--- config.mk ---
export PLATFORM = sky130hd
export DESIGN_NAME = dma_irq_ctrl
export DESIGN_NICKNAME = d
export VERILOG_FILES = /design/src/rtl/dicr_pkg.sv /design/src/rtl/dicr_fields.sv /design/src/rtl/dicr_flags.sv /design/src/rtl/dicr_irq_fsm.sv /design/src/rtl/dma_irq_ctrl.sv
export SDC_FILE = /design/constraint.sdc
export NUM_CORES = 1
export LEC_CHECK = 0
export BUFFER_PORTS_ARGS = -buffer_cell sky130_fd_sc_hd__buf_2
export CORE_MARGIN = 2
export CORE_UTILIZATION = 40
export CTS_CLUSTER_SIZE = 28
export DETAILED_ROUTE_END_ITERATION = 8
export PLACE_DENSITY = 0.79
export SYNTH_ARGS = -nofsm -noshare
export SYNTH_HDL_FRONTEND = slang
export SYNTH_HIERARCHICAL = 1
export SYNTH_SLANG_ARGS = --single-unit
export TNS_END_PERCENT = 5
--- constraint.sdc ---
create_clock -name clk -period 1.63 [get_ports clk]
set_clock_uncertainty 0.15 [all_clocks]
set_input_delay 0.2445 -clock clk [delete_from_list [all_inputs] [get_ports clk]]
set_output_delay 0.2445 -clock clk [all_outputs]
set_load 0.03 [all_outputs]
--- src/rtl/dicr_pkg.sv ---
package dicr_pkg;
    localparam int NUM_CH     = 7;
    localparam int REG_W      = 32;
    localparam int GP_W       = 6;
    localparam int FORCE_BIT  = 15;
    localparam int EN_LO      = 16;
    localparam int MASTER_BIT = EN_LO + NUM_CH;
    localparam int FLAG_LO    = MASTER_BIT + 1;
    localparam int SENT_BIT   = FLAG_LO + NUM_CH;
    localparam int ZERO_W     = FORCE_BIT - GP_W;

    typedef enum logic {
        IRQ_QUIET  = 1'b0,
        IRQ_RAISED = 1'b1
    } irq_state_e;
endpackage

--- src/rtl/dicr_fields.sv ---
module dicr_fields
    import dicr_pkg::*;
(
    input  logic              clk,
    input  logic              rst_n,
    input  logic              wr_en,
    input  logic [REG_W-1:0]  wr_data,
    output logic [GP_W-1:0]   gp_q,
    output logic              force_q,
    output logic              force_nxt,
    output logic [NUM_CH-1:0] en_q,
    output logic              master_q,
    output logic              master_nxt
);
    logic [GP_W-1:0]   gp_nxt;
    logic [NUM_CH-1:0] en_nxt;

    always_comb begin
        gp_nxt     = wr_en ? wr_data[GP_W-1:0]               : gp_q;
        force_nxt  = wr_en ? wr_data[FORCE_BIT]              : force_q;
        en_nxt     = wr_en ? wr_data[EN_LO +: NUM_CH]        : en_q;
        master_nxt = wr_en ? wr_data[MASTER_BIT]             : master_q;
    end

    always_ff @(posedge clk or negedge rst_n) begin
        if (!rst_n) begin
            gp_q     <= '0;
            force_q  <= 1'b0;
            en_q     <= '0;
            master_q <= 1'b0;
        end else begin
            gp_q     <= gp_nxt;
            force_q  <= force_nxt;
            en_q     <= en_nxt;
            master_q <= master_nxt;
        end
    end
endmodule

--- src/rtl/dicr_flags.sv ---
module dicr_flags
    import dicr_pkg::*;
(
    input  logic              clk,
    input  logic              rst_n,
    input  logic              wr_en,
    input  logic [NUM_CH-1:0] clr_bits,
    input  logic [NUM_CH-1:0] done,
    input  logic [NUM_CH-1:0] en_q,
    output logic [NUM_CH-1:0] flag_q,
    output logic [NUM_CH-1:0] flag_nxt
);
    for (genvar ch = 0; ch < NUM_CH; ch++) begin : g_ch
        logic set_c;
        logic clr_c;

        // Completion is applied after the clear, so a same-cycle pulse wins.
        assign set_c        = done[ch] & en_q[ch];
        assign clr_c        = wr_en & clr_bits[ch];
        assign flag_nxt[ch] = set_c | (flag_q[ch] & ~clr_c);

        always_ff @(posedge clk or negedge rst_n) begin
            if (!rst_n) flag_q[ch] <= 1'b0;
            else        flag_q[ch] <= flag_nxt[ch];
        end
    end
endmodule

--- src/rtl/dicr_irq_fsm.sv ---
module dicr_irq_fsm
    import dicr_pkg::*;
(
    input  logic clk,
    input  logic rst_n,
    input  logic cond_nxt,
    output logic sent,
    output logic irq_pulse
);
    irq_state_e state_q;
    irq_state_e state_d;
    logic       pulse_d;

    always_comb begin
        state_d = state_q;
        pulse_d = 1'b0;
        unique case (state_q)
            IRQ_QUIET: begin
                if (cond_nxt) begin
                    state_d = IRQ_RAISED;
                    pulse_d = 1'b1;
                end
            end
            IRQ_RAISED: begin
                if (!cond_nxt) state_d = IRQ_QUIET;
            end
        endcase
    end

    always_ff @(posedge clk or negedge rst_n) begin
        if (!rst_n) state_q <= IRQ_QUIET;
        else        state_q <= state_d;
    end

    always_ff @(posedge clk or negedge rst_n) begin
        if (!rst_n) irq_pulse <= 1'b0;
        else        irq_pulse <= pulse_d;
    end

    assign sent = (state_q == IRQ_RAISED);
endmodule

--- src/rtl/dma_irq_ctrl.sv ---
module dma_irq_ctrl
    import dicr_pkg::*;
(
    input  logic              clk,
    input  logic              rst_n,
    input  logic              wr_en,
    input  logic [REG_W-1:0]  wr_data,
    input  logic [NUM_CH-1:0] done,
    output logic [REG_W-1:0]  rd_data,
    output logic              irq_pulse
);
    logic [GP_W-1:0]   gp_q;
    logic              force_q, force_nxt;
    logic [NUM_CH-1:0] en_q;
    logic              master_q, master_nxt;
    logic [NUM_CH-1:0] flag_q, flag_nxt;
    logic              cond_nxt;
    logic              sent;
    logic              unused_wr_bits;

    assign unused_wr_bits = ^{wr_data[SENT_BIT], wr_data[FORCE_BIT-1:GP_W]};

    dicr_fields u_fields (
        .clk        (clk),
        .rst_n      (rst_n),
        .wr_en      (wr_en),
        .wr_data    (wr_data),
        .gp_q       (gp_q),
        .force_q    (force_q),
        .force_nxt  (force_nxt),
        .en_q       (en_q),
        .master_q   (master_q),
        .master_nxt (master_nxt)
    );

    dicr_flags u_flags (
        .clk      (clk),
        .rst_n    (rst_n),
        .wr_en    (wr_en),
        .clr_bits (wr_data[FLAG_LO +: NUM_CH]),
        .done     (done),
        .en_q     (en_q),
        .flag_q   (flag_q),
        .flag_nxt (flag_nxt)
    );

    assign cond_nxt = (master_nxt & (|flag_nxt)) | force_nxt;

    dicr_irq_fsm u_fsm (
        .clk       (clk),
        .rst_n     (rst_n),
        .cond_nxt  (cond_nxt),
        .sent      (sent),
        .irq_pulse (irq_pulse)
    );

    assign rd_data = {sent, flag_q, master_q, en_q, force_q, {ZERO_W{1'b0}}, gp_q};
endmodule

==> impl_results.md, run 1 <==
- Number of global-route vias before repair: 846
- Post-route clock period utilization: 0.9337
- Placement Cell Area: 0.001326 mm2
- CTS root buffer: clkbuf_4
- PortBufs: 55
- ANT nets after route: 0
- DRC viols: 0
- First-pass GRT wire length: 3719 um
- Post-DR wirelength/cell: 12.49 um
- Clk buf depth: 2
- CTS H-tree depth: 1
- Initial core utilization: 0.4258
- Max Freq: 0.6571 GHz
- IO Pins: 75
- Clock power frac: 0.268
- CP max stage delay: 420 ps
- Setup TNS: 0 ps
- Static Leak: 0.7920 nW
- Sw Pwr: 477.8 uW
- Num CTS Buffers: 3
- Internal power: 1.090 mW
- Via count: 804
- Sequential share of the synthesized area: 0.5694
- Synth area leader: dfrtp_1
- Total GRT Usage: 0.1512
- Final Hold Vio Count: 0
- Syn avg cell area: 14.45 um2
- Crit path buf inv count: 0
- Layout area overhead: 42.11%
- Layout Nets: 186
- Slowest cell on crit path: dfrtp_1
- Cells after Synth: 73
- Yosys reg bits: 24
- Post-DR vias/cell: 4.647
- Kind of critical path: register to register
- Chip height: 55.35 um
- PwrDens: 1046 mW/mm2
- Setup Viol. Count Final: 0
- MaxCap Viol Count: 0
- Largest net degree at the start of global routing: 25
- Clk_lat worst skew: 300 ps
- Placer Congestion: 0.7233
- Synth Cell Area: 0.001055 mm2
- CP arrival: 1590 ps
- Largest cells by area after synthesis: dfrtp_1 57%, mux2_4 14%, buf_4 8.5%
- CTS sink count: 24
- Grt ovf: 0
- Die W: 55.35 um
- Clock slew at reported path FFs: 130 ps
- Final wirelength: 2161 um
- Startpoint types: register
- Util after Layout: 0.6051
- # rows: 18
- DRT iter0 DRCs: 6
- VDD IR max: 0.6480 mV
- Yosys cell types: 13
- Die ar.: 0.003064 mm2
- Yosys Warn Count: 6
- Core area: 0.002477 mm2
- Sequential Power Share: 0.449
- Crit path time final: 1522 ps
- Crit path max fanout: 3
- Share of post-route cells with drive strength above 1: 0.5594
- Worst-path cell chain: a22o_1, nor4_1, a21oi_1, nor2b_4
- DRT Pass-1 Iters: 4
- HP Class: primary input to register
- N_diodes: 0
- Worst-Margin Slew: 521.3 ps
- CTS tree: yes
- HPWL Detailed: 1622 um
- CP Data Required Time: 1690 ps
- Switching share of total power: 0.3049
- Gate power share: 0.283
- Max-slew violations: 0
- Crit-path leading delay family: simple AND/OR/NAND/NOR gates
- RSZ-0062 raised after global routing: no
- Design Area, Final: 0.001499 mm2
- Area share of the largest cell type after synthesis: 0.5694
- Status: finished clean
- Crit. End Element: register
- Worst slew margin: 0.6525
- Antenna violations before repair: 0
## cell families after synthesis
group                  after synthesis  synth area share
AOI/OAI and AO/OA                    8           0.06287
and+or+nand+nor                     11           0.05338
other                                1          0.003555
muxes                               15            0.1957
buffers and inverters               14            0.1151
DFF                                 24            0.5694
## cell usage in the layout (no fill, tap or decap), drive strengths merged
cell,n
buf,60
a22o,7
clkbuf,3
nor4,2
mux2,15
conb,9
bufinv,1
dfrtp,24
dlygate4sd3,12
nor2b,1
nand2,7
a21oi,1
nor2,1
## power groups by stage
stage               sequential [mW]  clock (mW)  combinational (mW)
floorplan                     0.837           0               0.181
global placement              0.710           0               0.418
detailed placement            0.714           0               0.424
CTS                           0.704       0.439               0.442
global route                  0.714       0.469               0.473
finish                        0.704       0.420               0.444
## stage by stage
stage                     total power [mW]  cells  hold WS (ps)  setup slack [ps]
final                                1.567    173         20.43             108.1
after detailed placement             1.139    157         102.5            -84.82
after CTS                            1.586    170         3.206             83.27
after global routing                 1.656    173         1.497             12.50
after global placement               1.128    157         90.42            -42.28
after floorplan                      1.018     81        -201.1             146.2
## Yosys cell counts, drive strengths merged
| library cell | instances |
|---|---|
| nor2 | 1 |
| dfrtp | 24 |
| a21oi | 1 |
| nor4 | 2 |
| conb | 1 |
| buf | 14 |
| mux2 | 15 |
| a22o | 7 |
| nor2b | 1 |
| nand2 | 7 |
## metal layers
| layer | track usage | up-vias | routed length, um |
|---|---|---|---|
| met2 | 0.2483 | 49 | 991 |
| li1 | - | 372 | - |
| met1 | 0.1882 | 381 | 936 |
| met3 | 0.04684 | 2 | 221 |
| met5 | 0 | - | 0 |
| met4 | 0.05226 | 0 | 11 |
## worst paths after layout
| check | slack (ps) | endpoint | start | depth (start not counted) |
|---|---|---|---|---|
| worst max register to register | 110 | u_fsm/irq_pulse | u_fields/en_q[1] | 4 |
| min in group asynchronous | 280 | u_fields/gp_q[0] | rst_n | 2 |
| max in group asynchronous | 710 | u_fields/en_q[4] | rst_n | 2 |
| worst min-delay path | 20 | u_fields/en_q[3] | wr_data[19] | 2 |
| worst min register to register | 320 | u_fsm/irq_pulse | u_fsm/sent | 1 |
| worst max-delay path | 110 | u_fsm/irq_pulse | u_fields/en_q[1] | 4 |
## cell type report
type                       instances  area (um2)
fill                             209       978.4
sequential                        24       600.6
timing repair buffer              72       445.4
multi-input combinational         43       362.8
tap                               30       37.54
clock inverter                     1       30.03
clock buffer                       3       22.52
## what timing repair did
item,CTS,global route
setup endpoints to repair,0,0
gates resized for setup,0,0
buffers inserted,0,0
hold buffers,9,3
hold endpoints to repair,32,3
## sequential cells by signal, summed over array words and instances (netlist names)
| register | count |
|---|---|
| u_fields/gp_q | 6 |
| u_flags/flag_q | 7 |
| u_fields/force_q | 1 |
| u_fsm/irq_pulse | 1 |
| u_fields/en_q | 7 |
| u_fsm/sent | 1 |
| u_fields/master_q | 1 |
No activity file was read; power rests on OpenSTA's default activity.
==> run 2, diff against run 1 <==
--- a/config.mk
+++ b/config.mk
@@ -7,10 +7,9 @@
 export LEC_CHECK = 0
 export BUFFER_PORTS_ARGS = -buffer_cell sky130_fd_sc_hd__buf_2
 export CORE_MARGIN = 2
-export CORE_UTILIZATION = 40
+export CORE_UTILIZATION = 30
 export CTS_CLUSTER_SIZE = 28
 export DETAILED_ROUTE_END_ITERATION = 8
-export PLACE_DENSITY = 0.79
 export SYNTH_ARGS = -nofsm -noshare
 export SYNTH_HDL_FRONTEND = slang
 export SYNTH_HIERARCHICAL = 1
==> impl_results.md, run 2 (synthesized netlist as in run 1, its figures left out) <==
- ANT nets after route: 0 (unchanged)
- Die ar.: 0.004006 mm2 (+31%)
- Crit-path leading delay family: flip-flops
- Number of global-route vias before repair: 815 (-3.7%)
- CP max stage delay: 400 ps (-20 ps)
- DRT Pass-1 Iters: 2 (-2)
- Sequential Power Share: 0.505 (+0.056)
- Num CTS Buffers: 3 (unchanged)
- VDD IR max: 0.3993 mV (-38%)
- Worst slew margin: 0.6363 (-0.01617)
- PortBufs: 55 (unchanged)
- Setup TNS: 0 ps (unchanged)
- Top flop regs: u_fields/en_q x7, u_flags/flag_q x7, u_fields/gp_q x6
- Total GRT Usage: 0.1161 (-0.03516)
- CTS root buffer: clkbuf_4
- Sw Pwr: 470.0 uW (-1.6%)
- Clock slew at reported path FFs: 120 ps (about the same)
- N_diodes: 0 (unchanged)
- Placer Congestion: 0.7022 (-2.9%)
- # rows: 21 (+3)
- IO Pins: 75 (unchanged)
- CP Data Required Time: 1680 ps (about the same)
- Static Leak: 0.7719 nW (-2.5%)
- DRC viols: 0 (unchanged)
- Crit path max fanout: 2 (-1)
- HP Class: primary input to register
- Core area: 0.003363 mm2 (+36%)
- HPWL Detailed: 1699 um (+4.8%)
- Crit path time final: 1506 ps (-15.48 ps)
- CTS tree: yes
- Grt ovf: 0 (unchanged)
- CTS sink count: 24 (unchanged)
- Final Hold Vio Count: 0 (unchanged)
- Post-DR wirelength/cell: 12.37 um (-0.94%)
- Antenna violations before repair: 0 (unchanged)
- Switching share of total power: 0.3371 (+0.03220)
- Setup Viol. Count Final: 0 (unchanged)
- Crit path buf inv count: 1 (+1)
- Kind of critical path: register to register
- Slowest cell on crit path: dfrtp_1
- Gate power share: 0.318 (+0.035)
- Internal power: 924.4 uW (-15%)
- First-pass GRT wire length: 3670 um (-1.3%)
- Post-DR vias/cell: 4.209 (-9.4%)
- Worst-Margin Slew: 545.5 ps (+24.25 ps)
- Clk_lat worst skew: 300 ps (about the same)
- Worst-path cell chain: a22o_1, nor4_2, buf_4, a21oi_1, nor2b_4
- Crit. End Element: register
- Max Freq: 0.6638 GHz (+1.0%)
- CTS H-tree depth: 1 (unchanged)
- RSZ-0062 raised after global routing: no
- Layout Nets: 185 (-0.54%)
- Commonest non-fill, non-tap cell in the layout: buf_2
- Clock power frac: 0.177 (-0.091)
- Final wirelength: 2314 um (+7.1%)
- Layout area overhead: 38.91%
- Initial core utilization: 0.3136 (-0.1121)
- Max-slew violations: 0 (unchanged)
- PwrDens: 951.8 mW/mm2 (-9.0%)
- Largest net degree at the start of global routing: 25 (unchanged)
- Startpoint types: register
- Via count: 787 (-2.1%)
- Fillcell total: 343 (+64%)
- Area of the multi-input gates: 369.1 um2 (+1.7%)
- Total chip power: 1.394 mW (-11%)
- DRT iter0 DRCs: 4 (-2)
- Die W: 63.30 um (+14%)
- Register area: 600.6 um2 (unchanged)
- CP arrival: 1560 ps (-30 ps)
- Clk buf depth: 2 (unchanged)
- Chip height: 63.30 um (+14%)
- Status: finished clean
- Post-route clock period utilization: 0.9242 (-0.009499)
- Most frequent cells in the layout: 55 x buf_2, 24 x dfrtp_1, 10 x mux2_4, 9 x conb_1
- MaxCap Viol Count: 0 (unchanged)
- Share of post-route cells with drive strength above 1: 0.5887 (+0.02921)
[run 2: per-layer routing]
layer / GRT usage / wire [um]
met1: 0.1358 / 895
met2: 0.2008 / 1209
met3: 0.03571 / 195
met4: 0.04076 / 13
met5: 0 / 0
[run 2: final cells by class]
cell class	instances	area share
flip-flops and latches	24	0.4099
multi-input cells	43	0.2519
repair buffers	71	0.2835
well taps	46	0.03928
clock buffers	3	0.01537
[run 2: per-stage QoR]
step | setup slack, ps | cell area, um2 | utilization | std cells | hold slack (ps)
floorplan | 146.2 | 1085 | - | 81 | -201.1
global placement | -63.04 | 1356 | 0.4033 | 176 | 96.90
detailed placement | -87.79 | 1356 | 0.4033 | 176 | 114.9
CTS | 88.27 | 1389 | 0.4129 | 180 | 0.7068
global route | 37.53 | 1465 | 0.4356 | 187 | 0.1358
finish | 123.6 | 1465 | 0.4356 | 187 | 21.77
[run 2: timing repair]
action                                  CTS  global route
endpoints found under the setup margin    0             1
resized for setup                         0             1
buffers inserted                          0             0
endpoints found under the hold margin    24             7
hold buffers                              1             7
[run 2: path summary, 6_finish.rpt]
path,startpoint,to,slack [ps],depth (start not counted)
worst max-delay path,u_fields/en_q[4],u_fsm/irq_pulse,120,5
max in group asynchronous,rst_n,u_flags/flag_q[0],680,2
worst min register to register,u_fsm/sent,u_fsm/irq_pulse,330,1
worst min-delay path,wr_data[19],u_fields/en_q[3],20,2
min in group asynchronous,rst_n,u_fields/gp_q[0],290,2
worst max register to register,u_fields/en_q[4],u_fsm/irq_pulse,120,5
[run 2: worst reg2reg max path, stage by stage (launching register included)]
cell and delay, ps:
dfrtp_1 400, a22o_1 240, nor4_2 260, buf_4 150, a21oi_1 70, nor2b_4 140
[run 2: power by group through the flow]
stage          combinational [mW]  sequential, mW  clock, mW
3_3_place_gp                0.425           0.711          0
2_1_floorplan               0.181           0.837          0
4_1_cts                     0.431           0.704      0.266
6_report                    0.443           0.704      0.247
5_1_grt                     0.471           0.714      0.290
3_5_place_dp                0.429           0.714          0
